File: config.mk
export PLATFORM = sky130hd
export DESIGN_NAME = ofs_addr_adder
export DESIGN_NICKNAME = d
export VERILOG_FILES = /design/src/rtl/ofs_addr_adder_pkg.sv /design/src/rtl/ofs_sext_add.sv /design/src/rtl/ofs_flag_gen.sv /design/src/rtl/ofs_cost_sel.sv /design/src/rtl/ofs_addr_adder.sv
export SDC_FILE = /design/constraint.sdc
export NUM_CORES = 1
export LEC_CHECK = 0
export ABC_AREA = 1
export ABC_CLOCK_PERIOD_IN_PS = 1200
export BUFFER_PORTS_ARGS = -buffer_cell sky130_fd_sc_hd__buf_4
export CORE_MARGIN = 2
export CORE_UTILIZATION = 30
export DETAILED_ROUTE_END_ITERATION = 8
export GPL_TIMING_DRIVEN = 0
export SLEW_MARGIN = 10
export SYNTH_ARGS = -nofsm -noshare
export SYNTH_HDL_FRONTEND = slang
export SYNTH_SLANG_ARGS = --single-unit
File: constraint.sdc
create_clock -name clk -period 1.2 [get_ports clk]
set_input_delay 0.12 -clock clk [delete_from_list [all_inputs] [get_ports clk]]
set_output_delay 0.12 -clock clk [all_outputs]
set_load 0.02 [all_outputs]
File: src/rtl/ofs_addr_adder_pkg.sv
package ofs_addr_adder_pkg;

  typedef enum logic [1:0] {
    MODE_BRANCH  = 2'd0,
    MODE_SP_ADJ  = 2'd1,
    MODE_REG_SUM = 2'd2,
    MODE_RSVD    = 2'd3
  } ofs_mode_e;

  typedef struct packed {
    logic z;
    logic n;
    logic h;
    logic c;
  } ofs_flags_t;

  function automatic logic mode_sets_flags(input ofs_mode_e m);
    return (m == MODE_SP_ADJ) || (m == MODE_REG_SUM);
  endfunction

endpackage

File: src/rtl/ofs_sext_add.sv
module ofs_sext_add #(
  parameter int ADDR_W = 16,
  parameter int DISP_W = 8
) (
  input  logic [ADDR_W-1:0] base_i,
  input  logic [DISP_W-1:0] disp_i,
  output logic [ADDR_W-1:0] sum_o
);
  localparam int EXT_W = ADDR_W - DISP_W;

  logic [ADDR_W-1:0] disp_ext;

  always_comb begin
    disp_ext = {{EXT_W{disp_i[DISP_W-1]}}, disp_i};
    sum_o    = base_i + disp_ext;
  end

endmodule

File: src/rtl/ofs_flag_gen.sv
module ofs_flag_gen
  import ofs_addr_adder_pkg::*;
#(
  parameter int DISP_W = 8
) (
  input  logic [DISP_W-1:0] base_lo_i,
  input  logic [DISP_W-1:0] disp_i,
  input  logic              flag_en_i,
  output ofs_flags_t        flags_o,
  output logic              we_o
);
  localparam int HALF_POS = DISP_W / 2;

  logic [DISP_W:0] carry;

  assign carry[0] = 1'b0;

  for (genvar i = 0; i < DISP_W; i++) begin : g_carry
    assign carry[i+1] = (base_lo_i[i] & disp_i[i]) |
                        (carry[i] & (base_lo_i[i] ^ disp_i[i]));
  end

  always_comb begin
    flags_o = '0;
    we_o    = flag_en_i;
    if (flag_en_i) begin
      flags_o.z = 1'b0;
      flags_o.n = 1'b0;
      flags_o.h = carry[HALF_POS];
      flags_o.c = carry[DISP_W];
    end
  end

endmodule

File: src/rtl/ofs_cost_sel.sv
module ofs_cost_sel
  import ofs_addr_adder_pkg::*;
#(
  parameter int COST_W       = 5,
  parameter int SP_ADJ_COST  = 16,
  parameter int REG_SUM_COST = 12,
  parameter int JUMP_COST    = 12
) (
  input  ofs_mode_e         mode_i,
  output logic [COST_W-1:0] cost_o
);
  always_comb begin
    unique case (mode_i)
      MODE_SP_ADJ:  cost_o = COST_W'(SP_ADJ_COST);
      MODE_REG_SUM: cost_o = COST_W'(REG_SUM_COST);
      default:      cost_o = COST_W'(JUMP_COST);
    endcase
  end

endmodule

File: src/rtl/ofs_addr_adder.sv
module ofs_addr_adder
  import ofs_addr_adder_pkg::*;
#(
  parameter int ADDR_W       = 16,
  parameter int DISP_W       = 8,
  parameter int COST_W       = 5,
  parameter int SP_ADJ_COST  = 16,
  parameter int REG_SUM_COST = 12,
  parameter int JUMP_COST    = 12
) (
  input  logic              clk,
  input  logic              rst_n,
  input  logic              req_valid,
  input  logic [1:0]        req_mode,
  input  logic [ADDR_W-1:0] req_base,
  input  logic [DISP_W-1:0] req_disp,
  output logic              res_valid,
  output logic [ADDR_W-1:0] res_sum,
  output logic [3:0]        res_flags,
  output logic              res_flag_we,
  output logic [COST_W-1:0] res_cost
);
  ofs_mode_e         mode;
  logic              flag_en;
  logic [ADDR_W-1:0] sum_c;
  ofs_flags_t        flags_c;
  logic              we_c;
  logic [COST_W-1:0] cost_c;

  assign mode    = ofs_mode_e'(req_mode);
  assign flag_en = mode_sets_flags(mode);

  ofs_sext_add #(.ADDR_W(ADDR_W), .DISP_W(DISP_W)) u_add (
    .base_i (req_base),
    .disp_i (req_disp),
    .sum_o  (sum_c)
  );

  ofs_flag_gen #(.DISP_W(DISP_W)) u_flags (
    .base_lo_i (req_base[DISP_W-1:0]),
    .disp_i    (req_disp),
    .flag_en_i (flag_en),
    .flags_o   (flags_c),
    .we_o      (we_c)
  );

  ofs_cost_sel #(
    .COST_W(COST_W), .SP_ADJ_COST(SP_ADJ_COST),
    .REG_SUM_COST(REG_SUM_COST), .JUMP_COST(JUMP_COST)
  ) u_cost (
    .mode_i (mode),
    .cost_o (cost_c)
  );

  // next-state
  logic              valid_d;
  logic [ADDR_W-1:0] sum_d;
  ofs_flags_t        flags_d;
  logic              we_d;
  logic [COST_W-1:0] cost_d;
  ofs_flags_t        flags_q;

  always_comb begin
    valid_d = req_valid;
    sum_d   = res_sum;
    flags_d = flags_q;
    we_d    = res_flag_we;
    cost_d  = res_cost;
    if (req_valid) begin
      sum_d   = sum_c;
      flags_d = flags_c;
      we_d    = we_c;
      cost_d  = cost_c;
    end
  end

  // registers
  always_ff @(posedge clk or negedge rst_n) begin
    if (!rst_n) begin
      res_valid   <= 1'b0;
      res_sum     <= '0;
      flags_q     <= '0;
      res_flag_we <= 1'b0;
      res_cost    <= '0;
    end else begin
      res_valid   <= valid_d;
      res_sum     <= sum_d;
      flags_q     <= flags_d;
      res_flag_we <= we_d;
      res_cost    <= cost_d;
    end
  end

  assign res_flags = flags_q;

  // flag modes never set Z or N
  a_r3_zn_clear: assert property (@(posedge clk) disable iff (!rst_n)
    res_flag_we |-> (res_flags[3:2] == 2'b00));

  // without a flag write the flag field stays zero
  a_r2_quiet_flags: assert property (@(posedge clk) disable iff (!rst_n)
    !res_flag_we |-> (res_flags == 4'b0000));

  // a sampled request yields a valid result next cycle
  a_r6_valid_follows: assert property (@(posedge clk) disable iff (!rst_n)
    req_valid |=> res_valid);

  // results hold across idle cycles
  a_r7_hold: assert property (@(posedge clk) disable iff (!rst_n)
    !req_valid |=> ($stable(res_sum) && $stable(res_flags) && $stable(res_cost)));

  // a flag-writing result always carries one of the two stack costs
  a_r5_flag_cost: assert property (@(posedge clk) disable iff (!rst_n)
    res_flag_we |-> (res_cost == COST_W'(SP_ADJ_COST) || res_cost == COST_W'(REG_SUM_COST)));

endmodule

==> key figures <==
Worst setup path
  – Worst Reg2Reg Path Length in Cells: 1
  – R2r setup slk: 520 ps
  – Startpoint Class: input pin
  – RR Startpoint: res_cost[3]
  – Critical Path End Type: flip-flop
  – CP startpoint: req_disp[0]
  – Critical path fanouts, max: 2
  – Worst EP required: 1350 ps
  – Crit path DAT: 1520 ps
  – Setup CP Type: input pin to flip-flop

STA
  – Shortest period the worst path allows: 1370 ps
  – Hold slack final: 29.9 ps
  – Setup TNS Final: -667 ps
  – Final setup violation count: 6
  – Final Skew: 0 ps
  – Final hold violation count: 0
  – FMAX: 732 MHz
  – Final period utilization: 1.14
  – RSZ-0062 raised after global routing: yes
  – Pins Over Slew Limit: 0
  – Final setup margin: -167 ps

Logic synthesis
  – Avg Inst Size Synth: 6.73 µm²
  – Synth area leader: dfrtp_1
  – Synth Register Bits: 22
  – Instance count of the mapped netlist: 269
  – Top_reg_cell synth: dfrtp_1
  – Count leader, synth: nand2_1
  – Top cells by area, synth: dfrtp_1, nand2_1, ha_1, inv_1, nand3_1
  – Synth async-reset ratio: 1.00
  – Post-synth EDFFs: 0
  – Synth top cells by count: nand2_1, inv_1, dfrtp_1
  – Syn. warnings: 0
  – Yosys cell types: 26
  – Sequential share of the synthesized area: 0.304
  – Mapped Area: 0.00181 mm²
  – Yosys top cell area share: 0.304

Run
  – Max_cap viols: 0

Routing
  – Detailed Route Iter0 Violations: 55
  – Drt first pass iters: 4
  – Total vias in the final route: 1795
  – Routed Antenna Nets: 0
  – Detailed-route DRC error count: 0
  – Mean number of vias per cell: 4.41
  – WL/cell: 11.3 µm
  – Routed Wire Length: 4.60 mm

Pwr
  – Power Density: 1050 mW/mm²
  – Maximum vdd drop: 0.501 mV
  – Leak Pwr: 1.40 nW

GRT
  – Vias in the first global route: 1600
  – Initial antenna violation count: 0
  – First-pass GRT wire length: 7.26 mm
  – Largest net degree at the start of global routing: 23
  – Global route overflow: 0
  – All-Layer GR Usage: 0.139

Die
  – Die height: 81.7 µm
  – Rows: 28
  – Die ar.: 0.00667 mm²
  – Ports: 56
  – Initial Util: 0.307
  – Die W: 81.7 µm
  – Core area: 0.00589 mm²

Placed design
  – Dpl cell area: 0.00233 mm²
  – Hpwl dp: 3.61 mm
  – GPL Wtd Cong: 0.792
  – I/O Buffers: 51
  – Placed insts: 398

Outcome
  – Failing checks: negative setup slack
  – Status: finished, violations left

Cells and area
  – Final Core Density: 0.453
  – Post-layout net count: 380
  – Design Area, Final: 0.00267 mm²
  – Diodes inserted: 0
  – Non-Filler Instances: 407
  – Synthesis-to-finish area growth: 47.3%
  – Share of cells above drive strength 1: 0.337

CTS
  – Root Buffer: clkbuf_8
  – Worst-skew pair later-pin latency: 260 ps
  – Worst-path clk slew: 80 ps
  – Sink Count: 22
  – CTS max path bufs: 2
  – CTS H-tree depth: 1
  – CTS Buf Count: 3
  – CTS tree: built

Min path
  – Hold depth: 1
  – Hold WC Path Type: input pin to flip-flop
  – Hold Path Origin: req_valid
-- per-stage QoR --
| stage | total power, mW | setup slack [ps] |
|---|---|---|
| global placement | 1.97 | -646 |
| CTS | 2.71 | -187 |
| finish | 2.79 | -167 |
| floorplan | 1.58 | -345 |
| detailed placement | 1.99 | -667 |
| global route | 2.98 | -207 |
-- layout by cell type, fill, tap and decap left out, drive strengths merged, types with 2 or more instances in the layout --
cell type	instances
nand2	114
o21ai	8
and2	3
nor2	12
dfrtp	22
buf	61
xnor2	3
ha	16
inv	38
fa	2
clkbuf	5
conb	4
a21oi	11
nor3	2
nand3b	3
nand4	2
or2	3
nand3	19
-- layer usage --
layer,GRT usage,part of all wire,routed length [µm]
met3,0.00769,0.036,165
met5,0,0,0
met2,0.226,0.48,2190
met4,0.0400,0.0080,37
met1,0.200,0.48,2210
-- timing repair --
| action | CTS | global route |
|---|---|---|
| resized for setup | 10 | 31 |
| pin swaps | 12 | 8 |
| setup buffers | 2 | 2 |
| endpoints found under the setup margin | 9 | 13 |
| endpoints found under the hold margin | 22 | 0 |
| hold buffers | 1 | 0 |
-- kinds of logic after synthesis --
family | share of synthesized area
AOI/OAI and AO/OA | 0.0567
xor gates and xnor gates | 0.0194
adders and majority gates | 0.133
buffers and inverters | 0.109
DFF | 0.304
other | 0.00207
and+or+nand+nor | 0.376
-- worst max-delay path, stage by stage --
cell     delay (ps)
buf_6           100
ha_4            160
fa_2            350
fa_2            360
a21oi_4         150
o21ai_2          70
a21oi_2         130
o21ai_1          70
-- final cells by class --
class,count,area [µm²]
fill,633,3220
timing repair buffer,56,438
tap,75,93.8
multi-input combinational,204,1320
clock buffer,3,41.3
clock inverter,1,30.0
buffer,8,53.8
inverter,38,143
sequential,22,551
-- state kept, by name, summed over array words and instances, names as in the netlist --
name	cells
res_flags	2
res_cost	2
res_valid	1
res_flag_we	1
res_sum	16
-- final timing paths --
path | to
min | res_valid
min in group asynchronous | res_flag_we
max | res_flags[0]
max in group asynchronous | res_valid
min reg2reg | res_sum[0]
max reg2reg | res_cost[3]
-- power breakdown --
group	switching [mW]	internal [mW]	leakage, nW	total (mW)
logic	0.667	0.538	1.10	1.20
clock network	0.227	0.445	0.0357	0.672
registers	0.0611	0.850	0.266	0.911
Power figures use the tool's default switching activity.
